<file path="config.mk">
export PLATFORM = sky130hd
export DESIGN_NAME = mc_mode_seq
export DESIGN_NICKNAME = d
export VERILOG_FILES = /design/src/rtl/mc_mode_pkg.sv /design/src/rtl/mc_mode_cmd_dec.sv /design/src/rtl/mc_mode_fsm.sv /design/src/rtl/mc_mode_rd_mux.sv /design/src/rtl/mc_mode_seq.sv
export SDC_FILE = /design/constraint.sdc
export NUM_CORES = 1
export LEC_CHECK = 0
export BUFFER_PORTS_ARGS = -buffer_cell sky130_fd_sc_hd__buf_2
export CAP_MARGIN = 20
export CORE_MARGIN = 2
export CORE_UTILIZATION = 35
export CTS_CLUSTER_SIZE = 8
export DETAILED_ROUTE_END_ITERATION = 6
export SLEW_MARGIN = 10
export SYNTH_ARGS = -nofsm -noshare
export SYNTH_HDL_FRONTEND = slang
export SYNTH_SLANG_ARGS = --single-unit
</file>
<file path="constraint.sdc">
create_clock -name clk_i -period 2.3 [get_ports clk_i]
set_input_delay 0.23 -clock clk_i [delete_from_list [all_inputs] [get_ports clk_i]]
set_output_delay 0.23 -clock clk_i [all_outputs]
set_load 0.02 [all_outputs]
</file>
<file path="src/rtl/mc_mode_pkg.sv">
package mc_mode_pkg;
  localparam int CMD_W  = 3;
  localparam int STAT_W = 3;
  localparam int TRIG_W = 3;
  localparam int TRIG_LSB = 4;

  typedef enum logic [STAT_W-1:0] {
    ST_INIT    = 3'd0,
    ST_CFG     = 3'd1,
    ST_CFG_REQ = 3'd2,
    ST_ACC     = 3'd3,
    ST_ACC_REQ = 3'd4,
    ST_LP      = 3'd5,
    ST_LPE_REQ = 3'd6,
    ST_LPX_REQ = 3'd7
  } mode_e;

  localparam logic [CMD_W-1:0] CMD_INIT  = 3'd0;
  localparam logic [CMD_W-1:0] CMD_CFG   = 3'd1;
  localparam logic [CMD_W-1:0] CMD_GO    = 3'd2;
  localparam logic [CMD_W-1:0] CMD_SLEEP = 3'd3;
  localparam logic [CMD_W-1:0] CMD_WAKE  = 3'd4;

  localparam logic [TRIG_W-1:0] TRIG_SW = 3'd0;
  localparam logic [TRIG_W-1:0] TRIG_HW = 3'd1;

  localparam logic ADDR_CTRL = 1'b0;
  localparam logic ADDR_STAT = 1'b1;
endpackage

</file>
<file path="src/rtl/mc_mode_cmd_dec.sv">
module mc_mode_cmd_dec
  import mc_mode_pkg::*;
#(
  parameter int DATA_W = 8
) (
  input  logic              clk_i,
  input  logic              rst_ni,
  input  logic              we_i,
  input  logic              addr_i,
  input  logic [DATA_W-1:0] wdata_i,
  output logic [DATA_W-1:0] ctrl_o,
  output logic              cmd_v_o,
  output logic [CMD_W-1:0]  cmd_o
);
  logic [DATA_W-1:0] ctrl_q;

  assign cmd_v_o = we_i && (addr_i == ADDR_CTRL);
  assign cmd_o   = wdata_i[CMD_W-1:0];
  assign ctrl_o  = ctrl_q;

  always_ff @(posedge clk_i or negedge rst_ni) begin
    if (!rst_ni)      ctrl_q <= '0;
    else if (cmd_v_o) ctrl_q <= wdata_i;
  end
endmodule

</file>
<file path="src/rtl/mc_mode_fsm.sv">
module mc_mode_fsm
  import mc_mode_pkg::*;
(
  input  logic              clk_i,
  input  logic              rst_ni,
  input  logic              cmd_v_i,
  input  logic [CMD_W-1:0]  cmd_i,
  input  logic              ack_i,
  input  logic              lock_i,
  input  logic              hw_lp_i,
  output mode_e             state_o,
  output logic [TRIG_W-1:0] trig_o
);
  mode_e             state_q, state_d;
  logic [TRIG_W-1:0] trig_q, trig_d;

  always_comb begin
    state_d = state_q;
    trig_d  = trig_q;
    unique case (state_q)
      ST_INIT:    if (cmd_v_i && cmd_i == CMD_CFG) state_d = ST_CFG_REQ;
      ST_CFG: begin
        if (cmd_v_i && cmd_i == CMD_GO)        state_d = ST_ACC_REQ;
        else if (cmd_v_i && cmd_i == CMD_INIT) state_d = ST_INIT;
      end
      ST_CFG_REQ: if (ack_i) state_d = ST_CFG;
      ST_ACC_REQ: if (ack_i) state_d = ST_ACC;
      ST_ACC: begin
        // software command wins over a concurrent hardware request
        if (cmd_v_i && cmd_i == CMD_CFG) state_d = ST_CFG_REQ;
        else if (cmd_v_i && cmd_i == CMD_SLEEP) begin
          state_d = ST_LPE_REQ;
          trig_d  = TRIG_SW;
        end else if (hw_lp_i) begin
          state_d = ST_LPE_REQ;
          trig_d  = TRIG_HW;
        end
      end
      ST_LPE_REQ: if (ack_i) state_d = ST_LP;
      ST_LP: begin
        if (trig_q == TRIG_HW) begin
          if (!hw_lp_i) state_d = ST_LPX_REQ;
        end else if (cmd_v_i && cmd_i == CMD_WAKE) begin
          state_d = ST_LPX_REQ;
        end
      end
      ST_LPX_REQ: if (ack_i && lock_i) begin
        state_d = ST_ACC;
        trig_d  = TRIG_SW;
      end
      default: state_d = ST_INIT;
    endcase
  end

  always_ff @(posedge clk_i or negedge rst_ni) begin
    if (!rst_ni) begin
      state_q <= ST_INIT;
      trig_q  <= TRIG_SW;
    end else begin
      state_q <= state_d;
      trig_q  <= trig_d;
    end
  end

  assign state_o = state_q;
  assign trig_o  = trig_q;
endmodule

</file>
<file path="src/rtl/mc_mode_rd_mux.sv">
module mc_mode_rd_mux
  import mc_mode_pkg::*;
#(
  parameter int DATA_W = 8
) (
  input  logic              addr_i,
  input  logic [DATA_W-1:0] ctrl_i,
  input  mode_e             state_i,
  input  logic [TRIG_W-1:0] trig_i,
  output logic [DATA_W-1:0] rdata_o
);
  logic [DATA_W-1:0] status;

  always_comb begin
    status = '0;
    status[STAT_W-1:0]              = state_i;
    status[TRIG_LSB +: TRIG_W]      = trig_i;
  end

  assign rdata_o = (addr_i == ADDR_STAT) ? status : ctrl_i;
endmodule

</file>
<file path="src/rtl/mc_mode_seq.sv">
module mc_mode_seq
  import mc_mode_pkg::*;
#(
  parameter int DATA_W = 8
) (
  input  logic              clk_i,
  input  logic              rst_ni,
  input  logic              reg_we_i,
  input  logic              reg_addr_i,
  input  logic [DATA_W-1:0] reg_wdata_i,
  output logic [DATA_W-1:0] reg_rdata_o,
  input  logic              cmd_ack_i,
  input  logic              phy_dll_lock_i,
  input  logic              hw_lp_req_i,
  output logic              quiesce_req_o,
  output logic              resume_req_o,
  output logic              sr_entry_req_o,
  output logic              sr_exit_req_o,
  output logic              access_ok_o
);
  logic [DATA_W-1:0] ctrl_q;
  logic              cmd_v;
  logic [CMD_W-1:0]  cmd;
  mode_e             state_q;
  logic [TRIG_W-1:0] trig_q;

  mc_mode_cmd_dec #(.DATA_W(DATA_W)) u_dec (
    .clk_i   (clk_i),
    .rst_ni  (rst_ni),
    .we_i    (reg_we_i),
    .addr_i  (reg_addr_i),
    .wdata_i (reg_wdata_i),
    .ctrl_o  (ctrl_q),
    .cmd_v_o (cmd_v),
    .cmd_o   (cmd)
  );

  mc_mode_fsm u_fsm (
    .clk_i   (clk_i),
    .rst_ni  (rst_ni),
    .cmd_v_i (cmd_v),
    .cmd_i   (cmd),
    .ack_i   (cmd_ack_i),
    .lock_i  (phy_dll_lock_i),
    .hw_lp_i (hw_lp_req_i),
    .state_o (state_q),
    .trig_o  (trig_q)
  );

  mc_mode_rd_mux #(.DATA_W(DATA_W)) u_rd (
    .addr_i  (reg_addr_i),
    .ctrl_i  (ctrl_q),
    .state_i (state_q),
    .trig_i  (trig_q),
    .rdata_o (reg_rdata_o)
  );

  assign quiesce_req_o  = (state_q == ST_CFG_REQ);
  assign resume_req_o   = (state_q == ST_ACC_REQ);
  assign sr_entry_req_o = (state_q == ST_LPE_REQ);
  assign sr_exit_req_o  = (state_q == ST_LPX_REQ);
  assign access_ok_o    = (state_q == ST_ACC);
endmodule

</file>
# Yosys cells after proc, flatten, opt, wreduce, memory -nomap -nowiden
# Cells that the tools add are included.
# totals
reg_bits	14
input_bits	15
output_inout_bits	13
# op_classes
eq_ne	23
muxes	20
n_bitwise	1
n_reduce_logical	12
# op_table
operator	count
$mux W3	17
$pmux W3 S8	1
$eq A3 B3 Y1 const B	5
$eq A3 B2 Y1 const B	4
$eq A3 B1 Y1 const B	3
$reduce_and A9 Y1	1
$mux W8	1
$ne A2 B2 Y1 const B	4
$logic_and A1 B1 Y1	7
$logic_not A3 Y1	2
$ne A3 B1 Y1 const B	2
$pmux W3 S2	1
$ne A2 B1 Y1 const B	2
$ne A4 B2 Y1 const B	1
$reduce_and A4 Y1	1
$ne A3 B2 Y1 const B	1
$ne A3 B3 Y1 const B	1
$reduce_bool A2 Y1	1
$not A1 Y1	1

# Depth between registers and ports, before layout
# logic_depth
word_depth	6
depth_mapped	5

# Cells and area by module
# Synthesis repeated with hierarchy kept, for this count alone.
# hier_totals
hier_cells	79
area_unflattened_um2	899.6
# by_module_without_submodules
module	instances	cells_each	area_each_um2	seq_area_each_um2
mc_mode_cmd_dec	1	21	376.6	200.2
mc_mode_fsm	1	44	361.6	100.1
mc_mode_rd_mux	1	9	118.9	0.0
mc_mode_seq	1	5	42.5	0.0

# Worst setup path before layout
# Ideal clock, no wire load.
# synth_path
path_type	reg-to-output
startpoint	reg u_fsm.state_q[1] (netlist: u_fsm.state_o[1])
endpoint	out quiesce_req_o
t_arrival_ns	1.330
setup_slack_ns	0.740
stages_incl_launch_ff	4
path_buffers	2
cell_sequence	dfrtp_1 clkbuf_1 clkbuf_1 nor3b_1
# synth_between
elab_chain_len	1
# synth_lines
element	line_no	text
start, declared	mc_mode_fsm.sv:14	mode_e state_q, state_d;
start signal, assigned	mc_mode_fsm.sv:60	state_q <= state_d;
$eq A3 B2 Y1	mc_mode_seq.sv:58	assign quiesce_req_o = (state_q == ST_CFG_REQ);
end, declared	mc_mode_seq.sv:15	output logic quiesce_req_o,
# Every way passes these cells.

# Worst setup path after layout
# layout_path
startpoint	reg u_fsm.state_q[2] (netlist: u_fsm.state_o[2])
endpoint	out sr_entry_req_o
# layout_between
elab_chain_len	1
# layout_lines
element	line_no	text
$eq A3 B3 Y1	mc_mode_seq.sv:60	assign sr_entry_req_o = (state_q == ST_LPE_REQ);
end, declared	mc_mode_seq.sv:17	output logic sr_entry_req_o,
# Every way passes these cells.

==> flow_metrics.env <==
export IMPL_hold_viol=0
export IMPL_p_leak_uw=0.000432
export IMPL_portBuffers=27
export IMPL_drcViolationCount=0
export IMPL_yosys_top_cells_area="dfrtp_1 39%, mux2_2 18%, nor2b_1 4.9%"
export IMPL_dieArea_sq_um=2590
export IMPL_ys_ff_latch=12
export IMPL_fp_row_count=16
export IMPL_post_cts_buffers=0
export IMPL_synth_avg_cell_area_sq_um=9.87
export IMPL_rrSetupSlack_ps=610
export IMPL_htreeDepth=1
export IMPL_drt_iter0_markers=13
export IMPL_status="complete, no violations"
export IMPL_timing_hold_ws_ps=184
export IMPL_max_cap_viol_count=0
export IMPL_synth_xor_area_share_pct=1.14
export IMPL_area_delta_synth_final_pct=25.5
export IMPL_synth_top_area_cell="dfrtp_1"
export IMPL_syn_inst=78
export IMPL_final_util_pct=47.8
export IMPL_postSynth_asyncResetShare_pct=100
export IMPL_gp_congestion=0.825
export IMPL_cts_tree="built"
export IMPL_initial_utilization_pct=38.1
export IMPL_postRouteAntennaNets=0
export IMPL_synth_mux_area_share_pct=17.6
export IMPL_fin_cells=132
export IMPL_worst_pin_slew_ps=532
export IMPL_setup_tns_ps=0
export IMPL_first_pass_iters=4
export IMPL_crit_arrival_ps=1470
export IMPL_powerDensity_nw_per_um2=1010
export IMPL_synth_compound_area_share_pct=17.4
export IMPL_die_width_um=50.9
export IMPL_die_h_um=50.9
export IMPL_cts_buffer_depth=2
export IMPL_grt_pass1_wl_um=2860
export IMPL_fin_crit_ps=1700
export IMPL_slew_violations=0
export IMPL_synth_warnings=0
export IMPL_synth_fp_nets=93
export IMPL_worstSkewPairLatency_ps=270
export IMPL_drt_vias_per_instance=5.17
export IMPL_synth_cell_types=29
export IMPL_period_share_pct=74.0
export IMPL_max_freq_mhz=588
export IMPL_synth_edf_count=0
export IMPL_ir_drop_mv=0.461
export IMPL_cts_sinks=12
export IMPL_io_pin_count=28
export IMPL_rsz0062_at_grt="false"
export IMPL_dp_hpwl_um=1320
export IMPL_endpoint_kind="output port"
export IMPL_syn_area_sq_um=769
export IMPL_finalWirelength_um=1720
export IMPL_place_inst=127
export IMPL_slew_headroom_pct=64.3
export IMPL_synth_top_cell_area_share_pct=39.0
export IMPL_wire_per_inst_um=13.0
export IMPL_root_buffer="clkbuf_4"
export IMPL_grt_pass1_vias=649
export IMPL_preCtsSetupSlack_ps=622
export IMPL_synth_simple_area_share_pct=20.5
export IMPL_n_antenna_cell=0
export IMPL_path_class="flip-flop to output port"
export IMPL_synth_adder_area_share_pct=0
export IMPL_synthFlopType="dfrtp_1"
export IMPL_ys_top_cells_by_count="12 x dfrtp_1, 12 x mux2_2, 6 x nor2b_1, 5 x a21oi_1"
export IMPL_drive_gt1_share_pct=44.8
export IMPL_synth_top_family_by_area="simple AND/OR/NAND/NOR gates"
export IMPL_cp_max_fo=12
export IMPL_ctsResizeCount=0
export IMPL_clk_pin_slew_ps=80
export IMPL_fin_skew_ps=6.88
export IMPL_coreArea_sq_um=2020
export IMPL_setup_viol=0
export IMPL_vias=682
export IMPL_holdCritPathClass="input port to flip-flop"
export IMPL_antenna_found_initial=0
export IMPL_cp_start_kind="flip-flop"
export IMPL_required_ps=2070
export IMPL_cts_buffers=3
export IMPL_setup_ws_ps=599
export IMPL_grt_overflow_total=0
export IMPL_ys_seq_area_share_pct=39.0
export IMPL_final_nets=121
export IMPL_grt_start_max_net_pins=17
export IMPL_track_usage_pct=14.9
-- sequential cells by signal, summed over array words and instances, names as in the netlist --
signal         flops
u_fsm.trig_o       1
u_fsm.state_o      3
u_dec.ctrl_o       8
-- power by group --
part | internal, uW | switching, uW | leakage, uW | total (uW)
sequential | 262 | 99.8 | 0.000139 | 361
clock | 96.1 | 72.6 | 0.0000210 | 169
combinational | 212 | 236 | 0.000272 | 448
-- critical path, cell delays in order, from the launching register on --
cell and delay [ps]:
dfrtp_1 550, inv_1 220, nor3b_1 240, buf_2 200
-- metal layers --
metal	track usage (%)	up-vias	share of wire, %
met5	0	-	0
met4	5.86	0	0
met3	4.97	0	6.7
met2	21.9	24	46
met1	20.1	319	48
li1	-	339	-
-- cell families (layout without fill, tap and decap cells) --
group	count (synthesis)	after routing
xor+xnor	1	1
mux	12	12
buf+inv	8	35
simple gates	26	26
compound gates	19	19
flops	12	12
-- placed cells by master, fill, tap and decap left out, types with 3 or more instances in the layout --
| cell | instances |
|---|---|
| clkbuf_4 | 3 |
| a31oi_1 | 3 |
| dfrtp_1 | 12 |
| nor2_1 | 4 |
| mux2_2 | 12 |
| nand2_1 | 4 |
| buf_2 | 27 |
| nor2b_1 | 6 |
| a21oi_1 | 5 |
| nor3_1 | 3 |
-- area by class of cell --
class,instances,area [sq um]
clock buffers,4,36.3
fillers,208,1060
inverters,2,7.51
multi-input cells,58,435
flip-flops and latches,12,300
well taps,27,33.8
repair buffers,29,153
-- worst paths after layout --
kind	startpoint	endpoint	depth (start not counted)
max in group asynchronous	rst_ni	u_fsm.state_o[2]	2
worst max register to register	u_fsm.state_o[1]	u_fsm.state_o[2]	4
worst max-delay path	u_fsm.state_o[2]	sr_entry_req_o	3
worst min-delay path	reg_wdata_i[7]	u_dec.ctrl_o[7]	2
worst min register to register	u_dec.ctrl_o[3]	u_dec.ctrl_o[3]	1
min in group asynchronous	rst_ni	u_dec.ctrl_o[5]	2
-- metrics by stage --
step	total power [uW]	area, sq um
6_report	978	966
3_3_place_gp	805	920
4_1_cts	989	966
3_5_place_dp	815	920
5_1_grt	1060	966
2_1_floorplan	696	769
-- timing repair --
action | CTS | global route
endpoints found under the setup margin | 0 | 0
hold endpoints to repair | 12 | 0
hold buffers | 1 | 0
No activity file was read; power rests on OpenSTA's default activity.
